### config.mk
export PLATFORM = sky130hd
export DESIGN_NAME = dwalu_top
export DESIGN_NICKNAME = d
export VERILOG_FILES = /design/src/rtl/dwalu_pkg.sv /design/src/rtl/dwalu_addsub.sv /design/src/rtl/dwalu_bitops.sv /design/src/rtl/dwalu_flagstage.sv /design/src/rtl/dwalu_top.sv
export SDC_FILE = /design/constraint.sdc
export NUM_CORES = 1
export LEC_CHECK = 0
export CAP_MARGIN = 30
export CORE_MARGIN = 2
export CORE_UTILIZATION = 50
export DETAILED_ROUTE_END_ITERATION = 8
export DONT_BUFFER_PORTS = 1
export HOLD_SLACK_MARGIN = 0.15
export SYNTH_ARGS = -nofsm -noshare
export SYNTH_HDL_FRONTEND = slang
export SYNTH_SLANG_ARGS = --single-unit
### constraint.sdc
create_clock -name clk -period 8.36 [get_ports clk]
set_input_delay 2.09 -clock clk [delete_from_list [all_inputs] [get_ports clk]]
set_output_delay 2.09 -clock clk [all_outputs]
set_load 0.005 [all_outputs]
### src/rtl/dwalu_pkg.sv
package dwalu_pkg;

    typedef enum logic [3:0] {
        OP_ADD  = 4'd0,
        OP_SUB  = 4'd1,
        OP_AND  = 4'd2,
        OP_OR   = 4'd3,
        OP_XOR  = 4'd4,
        OP_CMP  = 4'd5,
        OP_BIT  = 4'd6,
        OP_SHL  = 4'd7,
        OP_SHR  = 4'd8,
        OP_ROL  = 4'd9,
        OP_ROR  = 4'd10,
        OP_INC  = 4'd11,
        OP_DEC  = 4'd12,
        OP_TSET = 4'd13,
        OP_TCLR = 4'd14,
        OP_PASS = 4'd15
    } alu_op_e;

    // one bit per status flag, used both for values and for update masks
    typedef struct packed {
        logic n;
        logic v;
        logic z;
        logic c;
    } flags_t;

    function automatic logic width_is_byte(input logic emu, input logic wmode);
        return emu | wmode;
    endfunction

    function automatic logic op_writes(input alu_op_e op);
        return !(op == OP_CMP || op == OP_BIT);
    endfunction

    function automatic flags_t flag_mask(input alu_op_e op, input logic imm);
        flags_t m;
        m = '0;
        unique case (op)
            OP_ADD, OP_SUB:                    m = '{n: 1'b1, v: 1'b1, z: 1'b1, c: 1'b1};
            OP_CMP, OP_SHL, OP_SHR,
            OP_ROL, OP_ROR:                    m = '{n: 1'b1, v: 1'b0, z: 1'b1, c: 1'b1};
            OP_AND, OP_OR, OP_XOR,
            OP_INC, OP_DEC, OP_PASS:           m = '{n: 1'b1, v: 1'b0, z: 1'b1, c: 1'b0};
            OP_BIT:                            m = '{n: !imm, v: !imm, z: 1'b1, c: 1'b0};
            OP_TSET, OP_TCLR:                  m = '{n: 1'b0, v: 1'b0, z: 1'b1, c: 1'b0};
            default:                           m = '0;
        endcase
        return m;
    endfunction

endpackage

### src/rtl/dwalu_addsub.sv
module dwalu_addsub #(
    parameter int DATA_W = 16
) (
    input  logic [DATA_W-1:0] a,
    input  logic [DATA_W-1:0] b,
    input  logic              cin,
    input  logic              invert_b,
    input  logic              byte_mode,
    output logic [DATA_W-1:0] sum,
    output logic              cout,
    output logic              ovf
);
    localparam int HALF_W = DATA_W / 2;

    logic [DATA_W-1:0] b_eff;
    logic [DATA_W:0]   full_sum;
    logic [HALF_W:0]   half_sum;

    always_comb begin
        b_eff    = invert_b ? ~b : b;
        full_sum = {1'b0, a} + {1'b0, b_eff} + {{DATA_W{1'b0}}, cin};
        half_sum = {1'b0, a[HALF_W-1:0]} + {1'b0, b_eff[HALF_W-1:0]} + {{HALF_W{1'b0}}, cin};
        if (byte_mode) begin
            sum  = {{(DATA_W-HALF_W){1'b0}}, half_sum[HALF_W-1:0]};
            cout = half_sum[HALF_W];
            ovf  = (a[HALF_W-1] == b_eff[HALF_W-1]) && (half_sum[HALF_W-1] != a[HALF_W-1]);
        end else begin
            sum  = full_sum[DATA_W-1:0];
            cout = full_sum[DATA_W];
            ovf  = (a[DATA_W-1] == b_eff[DATA_W-1]) && (full_sum[DATA_W-1] != a[DATA_W-1]);
        end
    end
endmodule

### src/rtl/dwalu_bitops.sv
module dwalu_bitops
    import dwalu_pkg::*;
#(
    parameter int DATA_W = 16
) (
    input  alu_op_e           op,
    input  logic [DATA_W-1:0] a,
    input  logic [DATA_W-1:0] b,
    input  logic              cin,
    input  logic              byte_mode,
    output logic [DATA_W-1:0] res,
    output logic              shift_out,
    output logic              and_zero,
    output logic              opnd_top,
    output logic              opnd_next
);
    localparam int HALF_W = DATA_W / 2;
    localparam logic [DATA_W-1:0] LOW_MASK = {{(DATA_W-HALF_W){1'b0}}, {HALF_W{1'b1}}};
    localparam logic [DATA_W-1:0] BYTE_TOP = DATA_W'(1) << (HALF_W - 1);
    localparam logic [DATA_W-1:0] WORD_TOP = DATA_W'(1) << (DATA_W - 1);

    logic [DATA_W-1:0] wmask;
    logic [DATA_W-1:0] bm;
    logic [DATA_W-1:0] top_one;
    logic [DATA_W-1:0] raw;
    logic              b_top;

    always_comb begin
        wmask     = byte_mode ? LOW_MASK : '1;
        top_one   = byte_mode ? BYTE_TOP : WORD_TOP;
        bm        = b & wmask;
        b_top     = byte_mode ? b[HALF_W-1] : b[DATA_W-1];
        opnd_top  = b_top;
        opnd_next = byte_mode ? b[HALF_W-2] : b[DATA_W-2];
        and_zero  = ((a & b & wmask) == '0);
        shift_out = 1'b0;
        unique case (op)
            OP_AND:  raw = a & b;
            OP_OR:   raw = a | b;
            OP_XOR:  raw = a ^ b;
            OP_INC:  raw = b + DATA_W'(1);
            OP_DEC:  raw = b - DATA_W'(1);
            OP_TSET: raw = a | b;
            OP_TCLR: raw = ~a & b;
            OP_SHL: begin
                raw       = bm << 1;
                shift_out = b_top;
            end
            OP_SHR: begin
                raw       = bm >> 1;
                shift_out = bm[0];
            end
            OP_ROL: begin
                raw       = (bm << 1) | {{(DATA_W-1){1'b0}}, cin};
                shift_out = b_top;
            end
            OP_ROR: begin
                raw       = (bm >> 1) | (cin ? top_one : '0);
                shift_out = bm[0];
            end
            default: raw = b;
        endcase
        res = raw & wmask;
    end
endmodule

### src/rtl/dwalu_flagstage.sv
module dwalu_flagstage
    import dwalu_pkg::*;
#(
    parameter int DATA_W = 16
) (
    input  logic              clk,
    input  logic              rst,
    input  logic              in_valid,
    input  alu_op_e           op,
    input  logic              imm,
    input  logic              byte_mode,
    input  logic [DATA_W-1:DATA_W/2] acc_hi,
    input  logic [DATA_W-1:0] arith_sum,
    input  logic              arith_cout,
    input  logic              arith_ovf,
    input  logic [DATA_W-1:0] logic_res,
    input  logic              shift_out,
    input  logic              and_zero,
    input  logic              opnd_top,
    input  logic              opnd_next,
    output logic              out_valid,
    output logic [DATA_W-1:0] result,
    output logic              result_we,
    output flags_t            fval,
    output flags_t            fmask
);
    localparam int HALF_W = DATA_W / 2;

    logic [DATA_W-1:0] act;
    logic [DATA_W-1:0] merged;
    logic              act_zero;
    logic              act_sign;
    flags_t            fv_d;
    flags_t            fm_d;

    always_comb begin
        unique case (op)
            OP_ADD, OP_SUB, OP_CMP: act = arith_sum;
            default:                act = logic_res;
        endcase
        act_zero = byte_mode ? (act[HALF_W-1:0] == '0) : (act == '0);
        act_sign = byte_mode ? act[HALF_W-1] : act[DATA_W-1];
        merged   = byte_mode ? {acc_hi, act[HALF_W-1:0]} : act;

        fv_d = '{n: act_sign, v: 1'b0, z: act_zero, c: 1'b0};
        unique case (op)
            OP_ADD, OP_SUB:   begin fv_d.v = arith_ovf; fv_d.c = arith_cout; end
            OP_CMP:           fv_d.c = arith_cout;
            OP_SHL, OP_ROL,
            OP_ROR:           fv_d.c = shift_out;
            OP_SHR:           begin fv_d.n = 1'b0; fv_d.c = shift_out; end
            OP_BIT:           fv_d = '{n: opnd_top, v: opnd_next, z: and_zero, c: 1'b0};
            OP_TSET, OP_TCLR: fv_d = '{n: 1'b0, v: 1'b0, z: and_zero, c: 1'b0};
            default:          ;
        endcase
        fm_d = flag_mask(op, imm);
        fv_d = fv_d & fm_d;
    end

    always_ff @(posedge clk) begin
        if (rst || !in_valid) begin
            out_valid <= 1'b0;
            result    <= '0;
            result_we <= 1'b0;
            fval      <= '0;
            fmask     <= '0;
        end else begin
            out_valid <= 1'b1;
            result    <= merged;
            result_we <= op_writes(op);
            fval      <= fv_d;
            fmask     <= fm_d;
        end
    end
endmodule

### src/rtl/dwalu_top.sv
module dwalu_top
    import dwalu_pkg::*;
#(
    parameter int DATA_W = 16
) (
    input  logic              clk,
    input  logic              rst,
    input  logic              in_valid,
    input  logic              emu_bit,
    input  logic              wmode_bit,
    input  logic [3:0]        op,
    input  logic              imm_mode,
    input  logic [DATA_W-1:0] acc,
    input  logic [DATA_W-1:0] opnd,
    input  logic              carry_in,
    output logic              out_valid,
    output logic [DATA_W-1:0] result,
    output logic              result_we,
    output logic              n_val,
    output logic              n_upd,
    output logic              v_val,
    output logic              v_upd,
    output logic              z_val,
    output logic              z_upd,
    output logic              c_val,
    output logic              c_upd
);
    localparam int HALF_W = DATA_W / 2;

    alu_op_e           op_e;
    logic              byte_mode;
    logic              sub_like;
    logic              add_cin;
    logic [DATA_W-1:0] sum;
    logic              cout;
    logic              ovf;
    logic [DATA_W-1:0] lres;
    logic              sh_out;
    logic              and_zero;
    logic              o_top;
    logic              o_next;
    flags_t            fval;
    flags_t            fmask;

    always_comb begin
        op_e      = alu_op_e'(op);
        byte_mode = width_is_byte(emu_bit, wmode_bit);
        sub_like  = (op_e == OP_SUB) || (op_e == OP_CMP);
        add_cin   = (op_e == OP_CMP) ? 1'b1 : carry_in;
    end

    dwalu_addsub #(.DATA_W(DATA_W)) u_addsub (
        .a(acc), .b(opnd), .cin(add_cin), .invert_b(sub_like),
        .byte_mode(byte_mode), .sum(sum), .cout(cout), .ovf(ovf)
    );

    dwalu_bitops #(.DATA_W(DATA_W)) u_bitops (
        .op(op_e), .a(acc), .b(opnd), .cin(carry_in), .byte_mode(byte_mode),
        .res(lres), .shift_out(sh_out), .and_zero(and_zero),
        .opnd_top(o_top), .opnd_next(o_next)
    );

    dwalu_flagstage #(.DATA_W(DATA_W)) u_flags (
        .clk(clk), .rst(rst), .in_valid(in_valid), .op(op_e), .imm(imm_mode),
        .byte_mode(byte_mode), .acc_hi(acc[DATA_W-1:HALF_W]),
        .arith_sum(sum), .arith_cout(cout), .arith_ovf(ovf),
        .logic_res(lres), .shift_out(sh_out), .and_zero(and_zero),
        .opnd_top(o_top), .opnd_next(o_next),
        .out_valid(out_valid), .result(result), .result_we(result_we),
        .fval(fval), .fmask(fmask)
    );

    assign n_val = fval.n;
    assign v_val = fval.v;
    assign z_val = fval.z;
    assign c_val = fval.c;
    assign n_upd = fmask.n;
    assign v_upd = fmask.v;
    assign z_upd = fmask.z;
    assign c_upd = fmask.c;

    assert_byte_keeps_high_R2: assert property (@(posedge clk) disable iff (rst)
        (in_valid && (emu_bit || wmode_bit)) |=> (result[DATA_W-1:HALF_W] == $past(acc[DATA_W-1:HALF_W])));

    assert_add_all_flags_R3: assert property (@(posedge clk) disable iff (rst)
        (in_valid && op_e == OP_ADD) |=> (n_upd && v_upd && z_upd && c_upd && result_we));

    assert_cmp_no_write_R5: assert property (@(posedge clk) disable iff (rst)
        (in_valid && op_e == OP_CMP) |=> (!result_we && !v_upd && c_upd && n_upd && z_upd));

    assert_shr_clears_sign_R8: assert property (@(posedge clk) disable iff (rst)
        (in_valid && op_e == OP_SHR) |=> (n_upd && !n_val));

    assert_bit_imm_z_only_R10: assert property (@(posedge clk) disable iff (rst)
        (in_valid && op_e == OP_BIT && imm_mode) |=> (z_upd && !n_upd && !v_upd && !c_upd && !result_we));

    assert_bit_word_sign_R11: assert property (@(posedge clk) disable iff (rst)
        (in_valid && op_e == OP_BIT && !imm_mode && !emu_bit && !wmode_bit)
        |=> (n_val == $past(opnd[DATA_W-1]) && v_val == $past(opnd[DATA_W-2])));

    assert_test_ops_z_only_R12: assert property (@(posedge clk) disable iff (rst)
        (in_valid && (op_e == OP_TSET || op_e == OP_TCLR)) |=> (z_upd && !n_upd && !v_upd && !c_upd && result_we));

    assert_idle_quiet_R13: assert property (@(posedge clk) disable iff (rst)
        !in_valid |=> (!out_valid && !result_we && !n_upd && !v_upd && !z_upd && !c_upd));
endmodule

==> impl_metrics.ini <==
[run_status]
status = completed

[timing]
worstMarginPinSlew_ns = 0.861
period_minus_slack_ns = 5.47
hold_viol_final = 0
rsz0062_at_grt = no
max_slew_margin_pct = 42.6
setup_violations = 0
tns_ns = 0
max_freq_ghz = 0.183
drv_slew = 0
layout_worst_path_cycle_share_pct = 65.4

[logic_synthesis]
synth_cell_types = 80
netlist_instances = 669
syn-num-nets = 778
async_reset_ff_share_pct = 0
avgSynthCellArea_um2 = 7.35
synth_edf_count = 0
ys_seq_area_share_pct = 10.6
ys.warnings.count = 0
synthesis.area_mm2 = 0.00492
ys.flop_type = dfxtp_1
synthSimpleGateAreaFrac_pct = 23.0
synth_fa_ha_area_share_pct = 17.1
synthMuxAreaShare_pct = 0.203
ys_seq_elements = 26
synth_xor_area_share_pct = 5.70
synth_top_family_by_area = compound AO/OA/AOI/OAI gates
synth_compound_area_share_pct = 33.2

[global_routing]
grt_max_degree = 58
grt_first_pass_wirelength_um = 29400
grt_util_met1_pct = 49.0
track_usage_pct = 36.6
grt_pass1_vias = 4837
antenna_found_initial = 0
overflow = 0
globalRouteMet3Util_pct = 6.25
grtUsageMet2_pct = 58.0
grt-busiest-layer = met2

[clocking]
htree_levels = 1
clock_tree.root_cell = clkbuf_8
ctsHoldBuffers = 0
clockBufferDepth = 2
cts_tree = done
cts_setup_buffers = 0
cts_made_buffers = 3
clock_sink_count = 26
clk_pin_slew_ns = 0.08
post_cts_resized = 0

[pwr]
powerDensity_mw_per_mm2 = 94.1
p_total_w = 0.000456
p_leak_nw = 1.91
ir_drop_mv = 0.0959

[floorplan]
core-area_mm2 = 0.00964
ios = 69
start_util_pct = 51.0
die_h_um = 103
num_rows = 36
die-width_um = 103
dieArea_mm2 = 0.0106

[setup_path]
endpoint_kind = flop
crit_fanout = 49
start_kind = input pin
crit_required_ns = 8.56
critPathKind = input pin to flop
cp_data_arrival_time_ns = 5.67

[final_layout]
final_cell_mix = ha_1, a21oi_1, nor2_1, o21ai_0, nand2_1
regArea_um2 = 520
layout_commonest_cell = ha_1
num_antenna_cells = 0
drive_above_1_share_pct = 4.74
fin_nets = 743
syn_to_final_growth_pct = -1.48
multi_input_area_mm2 = 0.00390
stdcell_area_mm2 = 0.00485
fillers = 1030

[route]
avgRoutedWirePerCell_um = 25.4
routed_via_density = 6.97
ant_nets = 0
drt_iter0_markers = 536
wirelength_um = 19500
vias = 5342
drc = 0
drtPass1Iterations = 9

[place]
dpl-instance-area_mm2 = 0.00479
port_buffers = 0
dpl.hpwl_um = 15300
gp_congestion = 1.03

[flow_run]
cap_violations = 0

[min_path]
hp-class = input pin to flop
## flip-flops by register name (all words and copies together) (netlist names)
name / flops
u_flags.fmask: 4
u_flags.fval: 4
u_flags.result: 16
u_flags.out_valid: 1
u_flags.result_we: 1
## Yosys cell counts (7+ instances only)
master | count | share of area, %
dfxtp_1 | 26 | 11
a22oi_1 | 11 | 1.7
a21oi_1 | 49 | 5.0
a211oi_1 | 7 | 1.1
buf_6 | 7 | 1.6
o22ai_1 | 15 | 1.9
o221ai_1 | 7 | 1.2
o21a_1 | 8 | 1.2
a31oi_1 | 12 | 1.5
xnor2_1 | 29 | 5.2
clkbuf_8 | 9 | 2.5
nor4_1 | 10 | 1.3
nor2_1 | 50 | 3.8
and2_1 | 7 | 0.89
buf_2 | 12 | 1.2
o21ai_0 | 45 | 4.6
nand3_1 | 20 | 2.0
clkbuf_1 | 15 | 1.1
nor2b_1 | 11 | 1.4
nand2_1 | 43 | 3.3
a221oi_1 | 14 | 2.5
inv_1 | 42 | 3.2
ha_1 | 64 | 16
nand2b_1 | 12 | 1.5
nor3_1 | 17 | 1.7
o211ai_1 | 10 | 1.5
## power by group
part / total, W / switching, W / internal (W)
clock network: 0.0000767 / 0.0000348 / 0.0000419
registers: 0.000134 / 0.00000311 / 0.000130
logic: 0.000246 / 0.000149 / 0.0000970
total: 0.000456 / 0.000187 / 0.000269
## stage by stage
| step | util [%] | hold slack (ns) | std cells | worst slack, ns |
|---|---|---|---|---|
| floorplan | - | 2.23 | 669 | 2.67 |
| global placement | 49.7 | 2.19 | 762 | 2.80 |
| detailed placement | 49.7 | 2.19 | 762 | 2.71 |
| CTS | 50.3 | 1.91 | 766 | 2.96 |
| global route | 50.3 | 1.91 | 766 | 2.51 |
| finish | 50.3 | 1.92 | 766 | 2.89 |
## kinds of logic after synthesis
kind of cell / after synthesis
compound gates: 240
simple gates: 213
buf+inv: 91
fa+ha+maj: 66
xor+xnor: 32
flops: 26
mux: 1
## path summary, 6_finish.rpt
| path | slack, ns | to | cells past startpoint | startpoint |
|---|---|---|---|---|
| max | 2.89 | u_flags.fval[1]$_SDFF_PN0_ | 16 | op[0] |
| min | 1.92 | u_flags.fmask[2]$_SDFF_PN0_ | 1 | op[3] |
## cell type report
cell class | instances | area share [%]
well taps | 133 | 3.43
inverters | 47 | 3.64
flip-flops and latches | 26 | 10.7
clock buffers | 4 | 1.14
multi-input cells | 552 | 80.4
repair buffers | 4 | 0.620
## critical path, cell delays in order
cell and delay [ns]:
clkinv_1 0.31, nor2_2 0.20, buf_4 0.30, xnor2_1 0.18, fa_1 0.24, inv_1 0.06, fa_1 0.42, a211oi_1 0.30
o21ai_0 0.14, a21oi_1 0.23, o21ai_0 0.11, a21oi_1 0.25, xnor2_1 0.10, o221a_2 0.27, o31ai_1 0.25, a41o_1 0.20
## per-layer routing
layer	share of wire (%)	wire length, µm
met4	4.7	912
met1	39	7680
met5	0	0
met3	11	2180
met2	45	8690
(Power assumes the default switching activity.)
